--- config.mk ---
export PLATFORM = sky130hd
export DESIGN_NAME = fmap_redirect
export DESIGN_NICKNAME = d
export VERILOG_FILES = /design/src/rtl/fmap_pkg.sv /design/src/rtl/fmap_cfg_regs.sv /design/src/rtl/fmap_match.sv /design/src/rtl/fmap_hold.sv /design/src/rtl/fmap_redirect.sv
export SDC_FILE = /design/constraint.sdc
export NUM_CORES = 1
export LEC_CHECK = 0
export ABC_CLOCK_PERIOD_IN_PS = 4700
export CAP_MARGIN = 15
export CORE_ASPECT_RATIO = 0.75
export CORE_MARGIN = 1
export CORE_UTILIZATION = 30
export DETAILED_ROUTE_END_ITERATION = 8
export REMOVE_ABC_BUFFERS = 1
export SYNTH_ARGS = -nofsm -noshare
export SYNTH_HDL_FRONTEND = slang
export SYNTH_SLANG_ARGS = --single-unit
--- constraint.sdc ---
create_clock -name clk -period 4.7 [get_ports clk]
set_input_delay 0.94 -clock clk [delete_from_list [all_inputs] [get_ports clk]]
set_output_delay 0.94 -clock clk [all_outputs]
set_load 0.01 [all_outputs]
--- src/rtl/fmap_pkg.sv ---
package fmap_pkg;

  // register select codes for the configuration port
  typedef enum logic [1:0] {
    SEL_BASE = 2'd0,
    SEL_MASK = 2'd1,
    SEL_CTRL = 2'd2,
    SEL_NONE = 2'd3
  } cfg_sel_e;

  // control word field positions
  localparam int CTRL_EN_BIT    = 0;
  localparam int CTRL_TYPE_LSB  = 8;
  localparam int CTRL_TMASK_LSB = 16;

  // live decision for the current access
  typedef struct packed {
    logic in_win;
    logic hit;
  } decision_t;

  // equality of two words restricted to the bits set in a mask
  function automatic logic masked_equal(input logic [31:0] a,
                                        input logic [31:0] b,
                                        input logic [31:0] m);
    return ((a ^ b) & m) == 32'd0;
  endfunction

  // bits of the control word that carry meaning
  function automatic logic [31:0] ctrl_used_bits(input int type_w);
    logic [31:0] u;
    u = 32'd0;
    u[CTRL_EN_BIT] = 1'b1;
    for (int i = 0; i < type_w; i++) begin
      u[CTRL_TYPE_LSB + i]  = 1'b1;
      u[CTRL_TMASK_LSB + i] = 1'b1;
    end
    return u;
  endfunction

endpackage

--- src/rtl/fmap_cfg_regs.sv ---
module fmap_cfg_regs
  import fmap_pkg::*;
#(
  parameter int ADDR_W = 32,
  parameter int TYPE_W = 5
) (
  input  logic              clk,
  input  logic              rst_n,
  input  logic              wr,
  input  logic [1:0]        sel,
  input  logic [ADDR_W-1:0] wdata,
  output logic [ADDR_W-1:0] base_q,
  output logic [ADDR_W-1:0] mask_q,
  output logic              en_q,
  output logic [TYPE_W-1:0] tfield_q,
  output logic [TYPE_W-1:0] tmask_q
);

  localparam logic [31:0] USED = ctrl_used_bits(TYPE_W);

  // named write events
  logic wr_base, wr_mask, wr_ctrl;
  assign wr_base = wr && (cfg_sel_e'(sel) == SEL_BASE);
  assign wr_mask = wr && (cfg_sel_e'(sel) == SEL_MASK);
  assign wr_ctrl = wr && (cfg_sel_e'(sel) == SEL_CTRL);

  logic cfg_unused_bits;
  assign cfg_unused_bits = ^(32'(wdata) & ~USED);

  always_ff @(posedge clk or negedge rst_n) begin
    if (!rst_n) begin
      base_q   <= '0;
      mask_q   <= '0;
      en_q     <= 1'b0;
      tfield_q <= '0;
      tmask_q  <= '0;
    end else begin
      if (wr_base) base_q <= wdata;
      if (wr_mask) mask_q <= wdata;
      if (wr_ctrl) begin
        en_q     <= wdata[CTRL_EN_BIT];
        tfield_q <= wdata[CTRL_TYPE_LSB +: TYPE_W];
        tmask_q  <= wdata[CTRL_TMASK_LSB +: TYPE_W];
      end
    end
  end

  // a captured write lands at the following edge
  p_base_lands_r8: assert property (@(posedge clk) disable iff (!rst_n)
    wr_base |=> base_q == $past(wdata));
  p_ctrl_lands_r8: assert property (@(posedge clk) disable iff (!rst_n)
    wr_ctrl |=> en_q == $past(wdata[CTRL_EN_BIT]));
  // select 3 leaves every register untouched
  p_none_sel_r8: assert property (@(posedge clk) disable iff (!rst_n)
    (wr && sel == 2'd3) |=> ($stable(base_q) && $stable(mask_q) && $stable(en_q)));

endmodule

--- src/rtl/fmap_match.sv ---
module fmap_match
  import fmap_pkg::*;
#(
  parameter int          ADDR_W     = 32,
  parameter int          TYPE_W     = 5,
  parameter int          FLASH_AW   = 20,
  parameter logic [31:0] FLASH_BASE = 32'h0
) (
  input  logic [ADDR_W-1:0] addr,
  input  logic [TYPE_W-1:0] atype,
  input  logic [ADDR_W-1:0] base,
  input  logic [ADDR_W-1:0] mask,
  input  logic              en,
  input  logic [TYPE_W-1:0] tfield,
  input  logic [TYPE_W-1:0] tmask,
  output decision_t         dec
);

  localparam int HI_W = ADDR_W - FLASH_AW;

  // per-bit compare vectors, one lane per bit
  logic [ADDR_W-1:0] addr_bit_ok;
  logic [TYPE_W-1:0] type_bit_ok;

  for (genvar i = 0; i < ADDR_W; i++) begin : g_abit
    assign addr_bit_ok[i] = !mask[i] || (addr[i] == base[i]);
  end
  for (genvar j = 0; j < TYPE_W; j++) begin : g_tbit
    assign type_bit_ok[j] = !tmask[j] || (atype[j] == tfield[j]);
  end

  logic addr_ok, type_ok, in_win;
  assign addr_ok = &addr_bit_ok;
  assign type_ok = &type_bit_ok;
  assign in_win  = addr[ADDR_W-1:FLASH_AW] == FLASH_BASE[ADDR_W-1:FLASH_AW];

  assign dec.in_win = in_win;
  assign dec.hit    = en && in_win && addr_ok && type_ok;

  // lane vectors agree with the word-wide form in the package
  always_comb begin
    p_addr_lanes_r3: assert (addr_ok == masked_equal(32'(addr), 32'(base), 32'(mask)));
    p_type_lanes_r4: assert (type_ok == masked_equal(32'(atype), 32'(tfield), 32'(tmask)));
  end

  logic [HI_W-1:0] hi_unused;
  assign hi_unused = '0;

endmodule

--- src/rtl/fmap_hold.sv ---
module fmap_hold
  import fmap_pkg::*;
(
  input  logic      clk,
  input  logic      rst_n,
  input  logic      acc_valid,
  input  logic      acc_last,
  input  decision_t live,
  output decision_t use_dec,
  output logic      busy
);

  decision_t held;
  logic      start_multi;

  // first cycle of an access that continues past this edge
  assign start_multi = acc_valid && !busy && !acc_last;

  always_ff @(posedge clk or negedge rst_n) begin
    if (!rst_n) begin
      busy <= 1'b0;
      held <= '0;
    end else if (start_multi) begin
      busy <= 1'b1;
      held <= live;
    end else if (busy && (!acc_valid || acc_last)) begin
      busy <= 1'b0;
    end
  end

  assign use_dec = busy ? held : live;

  // decision is frozen while an access continues
  p_hold_stable_r9: assert property (@(posedge clk) disable iff (!rst_n)
    (busy && acc_valid) |-> (use_dec == $past(use_dec)));
  p_hold_entry_r9: assert property (@(posedge clk) disable iff (!rst_n)
    start_multi |=> busy);

endmodule

--- src/rtl/fmap_redirect.sv ---
module fmap_redirect
  import fmap_pkg::*;
#(
  parameter int          ADDR_W     = 32,
  parameter int          TYPE_W     = 5,
  parameter int          FLASH_AW   = 20,
  parameter logic [31:0] FLASH_BASE = 32'h0
) (
  input  logic              clk,
  input  logic              rst_n,
  input  logic              cfg_wr,
  input  logic [1:0]        cfg_sel,
  input  logic [ADDR_W-1:0] cfg_wdata,
  input  logic              acc_valid,
  input  logic              acc_last,
  input  logic [ADDR_W-1:0] acc_addr,
  input  logic [TYPE_W-1:0] acc_type,
  output logic              flash_resp,
  output logic              ext_claim
);

  logic [ADDR_W-1:0] base_q, mask_q;
  logic              en_q;
  logic [TYPE_W-1:0] tfield_q, tmask_q;
  decision_t         live_dec, use_dec;
  logic              busy;

  fmap_cfg_regs #(.ADDR_W(ADDR_W), .TYPE_W(TYPE_W)) u_regs (
    .clk(clk), .rst_n(rst_n), .wr(cfg_wr), .sel(cfg_sel), .wdata(cfg_wdata),
    .base_q(base_q), .mask_q(mask_q), .en_q(en_q),
    .tfield_q(tfield_q), .tmask_q(tmask_q)
  );

  fmap_match #(.ADDR_W(ADDR_W), .TYPE_W(TYPE_W), .FLASH_AW(FLASH_AW),
               .FLASH_BASE(FLASH_BASE)) u_match (
    .addr(acc_addr), .atype(acc_type), .base(base_q), .mask(mask_q),
    .en(en_q), .tfield(tfield_q), .tmask(tmask_q), .dec(live_dec)
  );

  fmap_hold u_hold (
    .clk(clk), .rst_n(rst_n), .acc_valid(acc_valid), .acc_last(acc_last),
    .live(live_dec), .use_dec(use_dec), .busy(busy)
  );

  assign ext_claim  = acc_valid && use_dec.hit;
  assign flash_resp = acc_valid && use_dec.in_win && !use_dec.hit;

  // the two outputs never overlap and are quiet when idle
  p_exclusive_r7: assert property (@(posedge clk) disable iff (!rst_n)
    !(flash_resp && ext_claim));
  p_idle_quiet_r7: assert property (@(posedge clk) disable iff (!rst_n)
    !acc_valid |-> (!flash_resp && !ext_claim));
  // a fresh access while disabled is never claimed
  p_no_claim_off_r2: assert property (@(posedge clk) disable iff (!rst_n)
    (acc_valid && !busy && !en_q) |-> !ext_claim);
  // a fresh access outside the window draws no response
  p_window_r6: assert property (@(posedge clk) disable iff (!rst_n)
    (acc_valid && !busy && !live_dec.in_win) |-> (!flash_resp && !ext_claim));
  // a fresh in-window access is always answered by exactly one side
  p_one_owner_r5: assert property (@(posedge clk) disable iff (!rst_n)
    (acc_valid && !busy && live_dec.in_win) |-> (flash_resp != ext_claim));

endmodule

==> flow_summary.json <==
{
  "wirelength_mm": 7.72,
  "muxShareOfSynthArea_pct": 24.5,
  "drc": 0,
  "track_usage_pct": 14.3,
  "clock_skew_ns": 0.00394,
  "ys.warnings.count": 0,
  "cts-buffers-inserted": 9,
  "r2r-end": "u_hold.held[0]",
  "postLayoutCellArea_sq_mm": 0.00473,
  "synth.area.top_cells": "dfrtp_1, mux2_2, xor2_1, a22oi_1, buf_2",
  "rsz0062_at_grt": "false",
  "core_area_sq_mm": 0.0111,
  "slowest_stage": "clkdlybuf4s50_1",
  "fmaxAchievable_mhz": 242,
  "fin_tns_setup_ns": 0,
  "final.period_utilization_pct": 88.1,
  "clk_pin_slew_ns": 0.06,
  "power.internal_uw": 1440,
  "reg2reg_depth": 5,
  "yosys.area.top_type_share_pct": 55.9,
  "htree_levels": 3,
  "grt_overflow": 0,
  "cp-start-kind": "input pin",
  "clock_latency_ns": 0.34,
  "ys_ff_latch": 78,
  "worstSetupEndpointType": "primary output",
  "dr.pass1.iters": 4,
  "ff2ff_setup_slack_ns": 2.98,
  "period_minus_slack_ns": 4.14,
  "postCtsHoldBufs": 0,
  "synth_most_common_cell": "dfrtp_1",
  "start_util_pct": 31.3,
  "hold_ws_ns": 0.504,
  "ys_async_sr_fraction_pct": 100,
  "max_slew_margin_pct": 33.5,
  "syn_area_per_cell_sq_um": 14.4,
  "rr_startpoint": "u_regs.base_q[22]",
  "finalSetupViolCount": 0,
  "p_per_area_mw_per_mm2": 404,
  "antenna_found_initial": 0,
  "postRouteAntennaNets": 0,
  "preCtsSetupSlack_ns": 0.518,
  "drv_cap": 0,
  "synth_compound_area_share_pct": 4.94,
  "leakage_uw": 0.00197,
  "synth-simple-area-share_pct": 4.33,
  "p_clk_share_pct": 36.8,
  "port_buffers": 77,
  "vdd.ir_drop.worst_v": 0.000172,
  "antenna_cells": 0,
  "fillCellCount": 1047,
  "status": "completed",
  "clockBufferDepth": 2,
  "swShare_pct": 24.4,
  "dpl.hpwl_mm": 5.46,
  "syn-cell-area_sq_mm": 0.00349,
  "synth_cell_types": 24,
  "ys_seq_area_share_pct": 55.9,
  "placed_cell_area_sq_mm": 0.00442,
  "cp.arrival_ns": 3.20,
  "nNetsFinal": 402,
  "cts.sink_count": 78,
  "critPathBufInv": 2,
  "synth_top_family_by_area": "multiplexers",
  "ff_latch_area_sq_mm": 0.00195,
  "cp-endpoint": "ext_claim",
  "multi_input_area_sq_mm": 0.00151,
  "crit_start": "acc_addr[20]",
  "slowest_delay_ns": 0.54,
  "synth_edf_count": 0,
  "die_y_microns": 95.5,
  "ctsResizeCount": 0,
  "first_global_vias": 2403,
  "holdCritPathClass": "reg -> reg",
  "final_layout_size_suffix_gt1_share_pct": 29.3,
  "grt_max_degree": 79,
  "postCtsSetupBuffers": 0,
  "hold_viol": 0,
  "drtIter0Drc": 63,
  "combPwrFrac_pct": 17.8,
  "avgViaCountPerCell": 4.68,
  "fp.dieArea_sq_mm": 0.0121,
  "cp_top_family": "buffers and inverters",
  "path_cells": "clkdlybuf4s50_1, xor2_1, a22oi_1, nand4_1, nor4_2, a32o_1, clkdlybuf4s50_1",
  "ys.flop_type": "dfrtp_1",
  "syn_to_final_growth_pct": 35.2,
  "p_total_uw": 1910,
  "synth_xor_area_share_pct": 9.27,
  "crit_required_ns": 3.76,
  "vias": 2203,
  "tightest_slew_ns": 0.998,
  "rows": 33,
  "path_class": "in -> out",
  "netlist_top_cells_count": "dfrtp_1, mux2_2, xor2_1",
  "yosys.area.top_type": "dfrtp_1",
  "root_buffer": "clkbuf_16",
  "pwr-share-seq_pct": 45.4,
  "cp_max_fo": 3,
  "synth_fa_ha_area_share_pct": 0,
  "slew_violations": 0,
  "gp_congestion": 0.756,
  "wl_per_cell_microns": 16.4,
  "setup_slack_ns": 0.561,
  "worstSetupPathDepth": 7,
  "ios": 78,
  "tritoncts": "yes",
  "grt_pass1_wl_mm": 12.7,
  "p_switching_uw": 466,
  "crit_top_cell": "clkdlybuf4s50_1",
  "die_x_microns": 127,
  "synth_cells": 243
}
==> state kept, by name (all words and copies together) (netlist names) <==
register / cells
u_hold.busy: 1
u_hold.held: 2
u_regs.base_q: 32
u_regs.en_q: 1
u_regs.mask_q: 32
u_regs.tfield_q: 5
u_regs.tmask_q: 5
==> worst min path at each step <==
stage / startpoint / end / cells past startpoint / slack [ns]
finish: u_regs.tmask_q[3] / u_regs.tmask_q[3] / 1 / 0.50
global route: u_regs.mask_q[19] / u_regs.mask_q[19] / 1 / 0.52
CTS: u_regs.mask_q[14] / u_regs.mask_q[14] / 1 / 0.51
detailed placement: u_regs.mask_q[8] / u_regs.mask_q[8] / 1 / 0.49
global placement: u_regs.mask_q[22] / u_regs.mask_q[22] / 1 / 0.49
floorplan: u_regs.en_q / u_regs.en_q / 1 / 0.48
==> through the flow <==
step | cells | util, %
after floorplan | 236 | -
after global placement | 455 | 39.7
after global routing | 471 | 42.4
after CTS | 471 | 42.4
final | 471 | 42.4
after detailed placement | 455 | 39.7
==> per-layer routing <==
layer	up-vias	global-route usage, %	part of all wire (%)
li1	1048	-	-
met3	10	5.56	6.5
met1	1088	19.0	49
met2	57	21.3	43
met4	0	5.12	1.3
met5	-	0	0
==> layout make-up <==
type | count | area share [%]
inverters | 1 | 0.0794
well taps | 140 | 3.71
multi-input cells | 157 | 32.0
flip-flops and latches | 78 | 41.3
repair buffers | 79 | 16.6
clock buffers | 12 | 5.43
clock inverters | 4 | 0.953
==> layout by cell type (no fill, tap or decap), types with 3 or more instances in the layout <==
master	instances
a22oi_1	17
buf_4	3
clkbuf_16	9
clkdlybuf4s50_1	76
clkinv_2	3
dfrtp_1	78
mux2_2	76
nand4_1	4
nor4_1	3
xor2_1	37
==> cells by family (layout without fill, tap and decap cells) <==
kind of cell,after synthesis,in the layout
DFF,78,78
muxes,76,76
xor gates and xnor gates,37,37
AOI/OAI and AO/OA,22,22
and+or+nand+nor,22,22
buffers and inverters,8,96
==> power by group through the flow <==
stage / logic (uW) / clock network, uW / registers [uW]
after floorplan: 213 / 0 / 859
after global placement: 340 / 0 / 875
after detailed placement: 347 / 0 / 879
after CTS: 349 / 721 / 868
after global routing: 375 / 754 / 885
final: 340 / 703 / 867
==> worst reg2reg max path, stage by stage (launching register included) <==
cell and delay [ns]:
dfrtp_1 0.41, xor2_1 0.20, a22oi_1 0.23, nand4_1 0.23, nor4_2 0.42, a21o_1 0.16
Note: power is estimated with default switching activity, not from simulation.
